--- config.mk ---
export PLATFORM = sky130hd
export DESIGN_NAME = sc_tx_retry
export DESIGN_NICKNAME = d
export VERILOG_FILES = /design/src/rtl/sc_tx_pkg.sv /design/src/rtl/sc_etu_timer.sv /design/src/rtl/sc_parity_gen.sv /design/src/rtl/sc_tx_ctrl.sv /design/src/rtl/sc_tx_flags.sv /design/src/rtl/sc_tx_retry.sv
export SDC_FILE = /design/constraint.sdc
export NUM_CORES = 1
export LEC_CHECK = 0
export BUFFER_PORTS_ARGS = -buffer_cell sky130_fd_sc_hd__buf_2
export CAP_MARGIN = 40
export CORE_MARGIN = 1
export CORE_UTILIZATION = 40
export DETAILED_ROUTE_END_ITERATION = 12
export GPL_ROUTABILITY_DRIVEN = 1
export PLACE_DENSITY = 0.63
export SETUP_SLACK_MARGIN = 0.5
export SLEW_MARGIN = 10
export SYNTH_ARGS = -nofsm -noshare
export SYNTH_HDL_FRONTEND = slang
export SYNTH_SLANG_ARGS = --single-unit
--- constraint.sdc ---
create_clock -name clk -period 3.81 [get_ports clk]
set_input_delay 0.381 -clock clk [delete_from_list [all_inputs] [get_ports clk]]
set_output_delay 0.381 -clock clk [all_outputs]
set_load 0.05 [all_outputs]
--- src/rtl/sc_tx_pkg.sv ---
package sc_tx_pkg;
   typedef enum logic [1:0] {
      ST_IDLE    = 2'd0,
      ST_FRAME   = 2'd1,
      ST_GUARD   = 2'd2,
      ST_RECOVER = 2'd3
   } tx_state_e;

   localparam int unsigned GUARD_ETUS   = 2;
   localparam int unsigned RECOVER_ETUS = 2;

   function automatic int unsigned idx_width(input int unsigned n);
      return (n > 1) ? $clog2(n) : 1;
   endfunction
endpackage

--- src/rtl/sc_etu_timer.sv ---
module sc_etu_timer #(
   parameter int unsigned ETU_CLKS = 372
) (
   input  logic clk,
   input  logic rst_n,
   input  logic clr_i,
   output logic etu_end_o,
   output logic mid_o
);
   localparam int unsigned CNT_W = sc_tx_pkg::idx_width(ETU_CLKS);
   localparam logic [CNT_W-1:0] LAST = CNT_W'(ETU_CLKS - 1);
   localparam logic [CNT_W-1:0] MID  = CNT_W'(ETU_CLKS / 2);

   logic [CNT_W-1:0] cnt_q;

   assign etu_end_o = (cnt_q == LAST);
   assign mid_o     = (cnt_q == MID);

   always_ff @(posedge clk or negedge rst_n) begin
      if (!rst_n)         cnt_q <= '0;
      else if (clr_i)     cnt_q <= '0;
      else if (etu_end_o) cnt_q <= '0;
      else                cnt_q <= cnt_q + 1'b1;
   end
endmodule

--- src/rtl/sc_parity_gen.sv ---
module sc_parity_gen #(
   parameter int unsigned DATA_W      = 8,
   parameter bit          EVEN_PARITY = 1'b1
) (
   input  logic [DATA_W-1:0] data_i,
   output logic              par_o
);
   generate
      if (EVEN_PARITY) begin : g_even
         assign par_o = ^data_i;
      end else begin : g_odd
         assign par_o = ~^data_i;
      end
   endgenerate
endmodule

--- src/rtl/sc_tx_ctrl.sv ---
module sc_tx_ctrl
   import sc_tx_pkg::*;
#(
   parameter int unsigned FRAME_W   = 10,
   parameter int unsigned MAX_RETRY = 4
) (
   input  logic               clk,
   input  logic               rst_n,
   input  logic               start_i,
   input  logic [FRAME_W-1:0] frame_i,
   input  logic               line_i,
   input  logic               etu_end_i,
   input  logic               mid_i,
   output logic               timer_clr_o,
   output logic               line_oe_o,
   output logic               busy_o,
   output logic               err_seen_o,
   output logic               done_o,
   output logic               giveup_o
);
   localparam int unsigned IDX_W = idx_width(FRAME_W);
   localparam int unsigned RTY_W = idx_width(MAX_RETRY + 1);
   localparam logic [IDX_W-1:0] LAST_BIT   = IDX_W'(FRAME_W - 1);
   localparam logic [IDX_W-1:0] LAST_GUARD = IDX_W'(GUARD_ETUS - 1);
   localparam logic [IDX_W-1:0] LAST_REC   = IDX_W'(RECOVER_ETUS - 1);
   localparam logic [RTY_W-1:0] RTY_CAP    = RTY_W'(MAX_RETRY);

   tx_state_e          state_q;
   logic [FRAME_W-1:0] shift_q;
   logic [IDX_W-1:0]   idx_q;
   logic [RTY_W-1:0]   retry_q;
   logic               err_q;
   logic               rec_last;

   always_comb begin
      timer_clr_o = (state_q == ST_IDLE) || (state_q == ST_RECOVER && !line_i);
      line_oe_o   = (state_q == ST_FRAME) && !shift_q[0];
      busy_o      = (state_q != ST_IDLE);
      err_seen_o  = (state_q == ST_GUARD) && (idx_q == '0) && mid_i && !line_i;
      done_o      = (state_q == ST_GUARD) && (idx_q == LAST_GUARD) && etu_end_i && !err_q;
      rec_last    = (state_q == ST_RECOVER) && line_i && etu_end_i && (idx_q == LAST_REC);
      giveup_o    = rec_last && (retry_q == RTY_CAP);
   end

   always_ff @(posedge clk or negedge rst_n) begin
      if (!rst_n) begin
         state_q <= ST_IDLE;
         shift_q <= '1;
         idx_q   <= '0;
         retry_q <= '0;
         err_q   <= 1'b0;
      end else begin
         case (state_q)
            ST_IDLE: begin
               if (start_i) begin
                  shift_q <= frame_i;
                  idx_q   <= '0;
                  retry_q <= '0;
                  err_q   <= 1'b0;
                  state_q <= ST_FRAME;
               end
            end
            ST_FRAME: begin
               if (etu_end_i) begin
                  if (idx_q == LAST_BIT) begin
                     idx_q   <= '0;
                     state_q <= ST_GUARD;
                  end else begin
                     idx_q   <= idx_q + 1'b1;
                     shift_q <= {1'b1, shift_q[FRAME_W-1:1]};
                  end
               end
            end
            ST_GUARD: begin
               if (err_seen_o) err_q <= 1'b1;
               if (etu_end_i) begin
                  if (idx_q == LAST_GUARD) begin
                     idx_q   <= '0;
                     state_q <= err_q ? ST_RECOVER : ST_IDLE;
                  end else begin
                     idx_q <= idx_q + 1'b1;
                  end
               end
            end
            ST_RECOVER: begin
               if (!line_i) begin
                  idx_q <= '0;
               end else if (etu_end_i) begin
                  if (idx_q == LAST_REC) begin
                     idx_q <= '0;
                     if (retry_q == RTY_CAP) begin
                        state_q <= ST_IDLE;
                     end else begin
                        retry_q <= retry_q + 1'b1;
                        shift_q <= frame_i;
                        err_q   <= 1'b0;
                        state_q <= ST_FRAME;
                     end
                  end else begin
                     idx_q <= idx_q + 1'b1;
                  end
               end
            end
            default: state_q <= ST_IDLE;
         endcase
      end
   end
endmodule

--- src/rtl/sc_tx_flags.sv ---
module sc_tx_flags (
   input  logic clk,
   input  logic rst_n,
   input  logic start_i,
   input  logic done_i,
   input  logic err_seen_i,
   input  logic giveup_i,
   input  logic clr_err_i,
   output logic tdre_o,
   output logic tend_o,
   output logic ers_o,
   output logic ovr_o
);
   always_ff @(posedge clk or negedge rst_n) begin
      if (!rst_n) begin
         tdre_o <= 1'b1;
         tend_o <= 1'b1;
         ers_o  <= 1'b0;
         ovr_o  <= 1'b0;
      end else begin
         if (start_i) begin
            tdre_o <= 1'b0;
            tend_o <= 1'b0;
         end else if (done_i) begin
            tdre_o <= 1'b1;
            tend_o <= 1'b1;
         end
         if (err_seen_i)     ers_o <= 1'b1;
         else if (clr_err_i) ers_o <= 1'b0;
         if (giveup_i)       ovr_o <= 1'b1;
         else if (clr_err_i) ovr_o <= 1'b0;
      end
   end
endmodule

--- src/rtl/sc_tx_retry.sv ---
module sc_tx_retry #(
   parameter int unsigned DATA_W      = 8,
   parameter int unsigned ETU_CLKS    = 372,
   parameter int unsigned MAX_RETRY   = 4,
   parameter bit          EVEN_PARITY = 1'b1
) (
   input  logic              clk,
   input  logic              rst_n,
   input  logic              wr_data_i,
   input  logic [DATA_W-1:0] data_i,
   input  logic              clr_err_i,
   input  logic              tx_ie_i,
   input  logic              err_ie_i,
   input  logic              line_i,
   output logic              line_oe_o,
   output logic              tdre_o,
   output logic              tend_o,
   output logic              ers_o,
   output logic              ovr_o,
   output logic              txi_o,
   output logic              eri_o
);
   localparam int unsigned FRAME_W = DATA_W + 2;

   generate
      if (ETU_CLKS < 4) begin : g_bad_etu
         $error("ETU_CLKS must be at least 4");
      end
      if (DATA_W < 1) begin : g_bad_width
         $error("DATA_W must be at least 1");
      end
      if (MAX_RETRY < 1) begin : g_bad_retry
         $error("MAX_RETRY must be at least 1");
      end
   endgenerate

   logic [DATA_W-1:0]  hold_q;
   logic [DATA_W-1:0]  frame_data;
   logic [FRAME_W-1:0] frame;
   logic               parity;
   logic               busy;
   logic               accept;
   logic               timer_clr, etu_end, mid;
   logic               err_seen, done, giveup;

   assign accept     = wr_data_i && !busy;
   assign frame_data = busy ? hold_q : data_i;
   assign frame      = {parity, frame_data, 1'b0};

   always_ff @(posedge clk or negedge rst_n) begin
      if (!rst_n)      hold_q <= '0;
      else if (accept) hold_q <= data_i;
   end

   sc_parity_gen #(.DATA_W(DATA_W), .EVEN_PARITY(EVEN_PARITY)) u_par (
      .data_i (frame_data),
      .par_o  (parity)
   );

   sc_etu_timer #(.ETU_CLKS(ETU_CLKS)) u_timer (
      .clk       (clk),
      .rst_n     (rst_n),
      .clr_i     (timer_clr),
      .etu_end_o (etu_end),
      .mid_o     (mid)
   );

   sc_tx_ctrl #(.FRAME_W(FRAME_W), .MAX_RETRY(MAX_RETRY)) u_ctrl (
      .clk         (clk),
      .rst_n       (rst_n),
      .start_i     (accept),
      .frame_i     (frame),
      .line_i      (line_i),
      .etu_end_i   (etu_end),
      .mid_i       (mid),
      .timer_clr_o (timer_clr),
      .line_oe_o   (line_oe_o),
      .busy_o      (busy),
      .err_seen_o  (err_seen),
      .done_o      (done),
      .giveup_o    (giveup)
   );

   sc_tx_flags u_flags (
      .clk        (clk),
      .rst_n      (rst_n),
      .start_i    (accept),
      .done_i     (done),
      .err_seen_i (err_seen),
      .giveup_i   (giveup),
      .clr_err_i  (clr_err_i),
      .tdre_o     (tdre_o),
      .tend_o     (tend_o),
      .ers_o      (ers_o),
      .ovr_o      (ovr_o)
   );

   assign txi_o = tend_o && tx_ie_i;
   assign eri_o = ers_o && err_ie_i;
endmodule

==> out/qor.yml <==
reg2reg_from: "u_ctrl.state_q[1]$_DFFE_PN0P_"
rrSetupSlack_ns: 1.28
max_slew_margin_pct: 41.1
area_growth_pct: 13.2
wl_per_cell_um: 14.4
pwr_density_cell_nw_per_um2: 313
crit_path_end: "u_ctrl.shift_q[8]$_DFFE_PN1P_"
period_minus_slack_ns: 2.53
timing.final.crit_share_pct: 66.5
first_iter_violations: 183
reg2reg_depth: 4
numCtsBuffers: 5
max-vdd-ir-drop_mv: 0.141
hold_slack_ns: 0.309
root_buffer: "clkbuf_8"
path_max_fanout: 32
clkPwrFrac_pct: 42.5
slew_violations: 0
synth.distinct_cells: 41
p_sw_w: 0.000189
p_seq_share_pct: 51.8
synth.most_common_cell: "nand2_1"
min_path_type: "in -> reg"
final_layout_size_suffix_gt1_share_pct: 20.4
io_pins: 22
power_leakage_nw: 1.22
utilization_pct: 47.8
synth_area_um2: 2370
ctsResizeCount: 0
stdcell_area_um2: 2680
syn_avg_cell_area_um2: 9.28
comb_power_share_pct: 5.7
grt_pass1_vias: 1743
ys.flop_type: "dfrtp_1"
switching_share_pct: 22.6
dp.cells: 342
synth_edf_count: 0
post_cts_buffers: 0
clkTransAtPathRegs_ns: 0.09
ctsHoldBuffers: 1
worst-setup-path-type: "reg -> reg"
cts_tree: "built"
synth-seq-cells: 40
synth_simple_gate_area_share_pct: 21.9
dr.pass1.iters: 4
synth_xor_area_share_pct: 7.77
synthTopCellsByCount: "nand2_1 (51), dfrtp_1 (29), nor2_1 (19)"
antenna_cells: 0
ys_top_cells_by_area: "dfrtp_1 (31%), dfstp_2 (12%), nand2_1 (8.1%)"
clk_path_buf_depth: 2
startpoint: "u_ctrl.state_q[1]$_DFFE_PN0P_"
yosys.area_share.adder_pct: 3.70
drtAntennaViolNets: 0
synth_top_family_by_area: "simple AND/OR/NAND/NOR gates"
clock-sinks: 40
critPathLaunchType: "register"
finalSetupTns_ns: 0
ys_seq_area_share_pct: 42.9
vias: 1850
route.detailed.drc: 0
timing.fmax_mhz: 395
placed_cell_area_um2: 2560
hold_viol: 0
grt_start_max_net_pins: 33
start_util_pct: 42.2
yosys.area.top_type_share_pct: 30.7
maxCapViolCount: 0
cp_data_required_time_ns: 4.04
antenna_found_initial: 0
grt_pass1_wl_mm: 8.50
die_area_um2: 6230
endpoint_kind: "register"
grt_use_total_pct: 17.6
synth_area_leader_cell: "dfrtp_1"
dp_hpwl_mm: 3.64
status: "complete, no violations"
yosys-mux-area-fraction_pct: 9.36
dieWidth_um: 78.9
worstSkewPairLatency_ns: 0.30
p_int_w: 0.000650
row_count: 27
synth-async-reset-ratio_pct: 100
coreArea_um2: 5610
drt-total-wl_mm: 5.05
yosysWarnings: 0
gp_congestion: 0.809
synth_compound_area_share_pct: 10.6
cts_htree_levels: 2
final_cells: 351
die_h_um: 78.9
r2r-end: "u_ctrl.shift_q[8]$_DFFE_PN1P_"
setup_violations: 0
synth_nets: 277
io_buffers: 21
nets: 300
grt.overflow.total: 0
vias_per_cell: 5.27
syn_inst: 255
fin_skew_ns: 0.00481
rsz0062_at_grt: "no"
worst_pin_slew_ns: 0.884
critPathArrivalTime_ns: 2.76
[how the worst min path moves through the flow]
| stage | to | depth (start not counted) | slack [ns] | startpoint |
|---|---|---|---|---|
| final | u_flags.ers_o$_DFFE_PN0P_ | 2 | 0.31 | clr_err_i |
| after global routing | u_flags.ers_o$_DFFE_PN0P_ | 2 | 0.30 | clr_err_i |
| after CTS | hold_q[0]$_DFFE_PN0P_ | 3 | 0.31 | data_i[0] |
| after detailed placement | u_timer.cnt_q[3]$_DFF_PN0_ | 1 | 0.29 | rst_n |
| after global placement | u_ctrl.shift_q[0]$_DFFE_PN1P_ | 2 | 0.46 | u_ctrl.shift_q[0]$_DFFE_PN1P_ |
| after floorplan | hold_q[0]$_DFFE_PN0P_ | 0 | 0.09 | rst_n |
[power groups by stage]
| stage | combinational, W | sequential, W | clock, W |
|---|---|---|---|
| final | 0.0000479 | 0.000435 | 0.000357 |
| after global routing | 0.0000534 | 0.000435 | 0.000386 |
| after CTS | 0.0000487 | 0.000435 | 0.000365 |
| after detailed placement | 0.0000478 | 0.000442 | 0 |
| after global placement | 0.0000451 | 0.000443 | 0 |
| after floorplan | 0.0000224 | 0.000442 | 0 |
[registers in the layout (all words and copies together), names as in the netlist, 2 cells and up]
register	cells
hold_q	8
u_ctrl.idx_q	4
u_ctrl.retry_q	3
u_ctrl.shift_q	10
u_ctrl.state_q	2
u_timer.cnt_q	9
[layout by cell type, fill, tap and decap left out, types with 2 or more instances in the layout]
cell type	netlist	routed
and3_1	4	4
o31ai_1	3	3
a31oi_1	4	4
nand2_1	51	51
nand4b_1	3	3
mux2_4	8	8
o21ai_0	13	13
nand3_1	6	6
nand2b_1	7	7
nor2b_1	2	2
o22ai_1	4	4
buf_2	2	21
ha_1	7	7
a21oi_1	14	14
inv_1	11	11
dfrtp_1	29	29
xor2_1	4	4
xnor2_1	17	17
or4b_2	2	2
or3_1	2	2
nor2_1	19	19
and2_1	3	3
dfstp_2	11	11
mux2i_1	9	9
clkbuf_8	0	5
[layout make-up]
type	count	area, um^2
Inverter	11	41.3
Multi-Input combinational cell	195	1260
Sequential cell	40	1010
Timing Repair Buffer	25	158
Fill cell	559	2930
Clock inverter	3	42.5
Tap cell	72	90.1
Clock buffer	5	68.8
[critical path, cell delays in order (launching register included)]
cell and delay (ns):
dfrtp_1 0.93, nand2_1 0.24, o21ai_0 0.36, a221o_1 0.58
mux2_4 0.35
[per-stage QoR]
step,total power (W),worst slack (ns)
3_5_place_dp,0.000490,1.29
4_1_cts,0.000849,1.28
2_1_floorplan,0.000464,1.84
5_1_grt,0.000875,1.07
6_report,0.000839,1.28
3_3_place_gp,0.000488,1.31
[layer usage]
layer	routed length, um	track usage [%]	vias to the layer above
met5	0	0	-
met4	67	5.64	0
met3	203	4.02	6
met2	2320	27.2	43
met1	2460	24.3	888
li1	-	-	913
[cell families (layout without fill, tap and decap cells)]
| logic type | count (synthesis) | after routing |
|---|---|---|
| muxes | 18 | 18 |
| AOI/OAI and AO/OA | 42 | 42 |
| xor gates and xnor gates | 21 | 21 |
| adders and majority gates | 7 | 7 |
| buffers and inverters | 20 | 44 |
| DFF | 40 | 40 |
| and+or+nand+nor | 107 | 107 |
No activity file was read; power rests on OpenSTA's default activity.
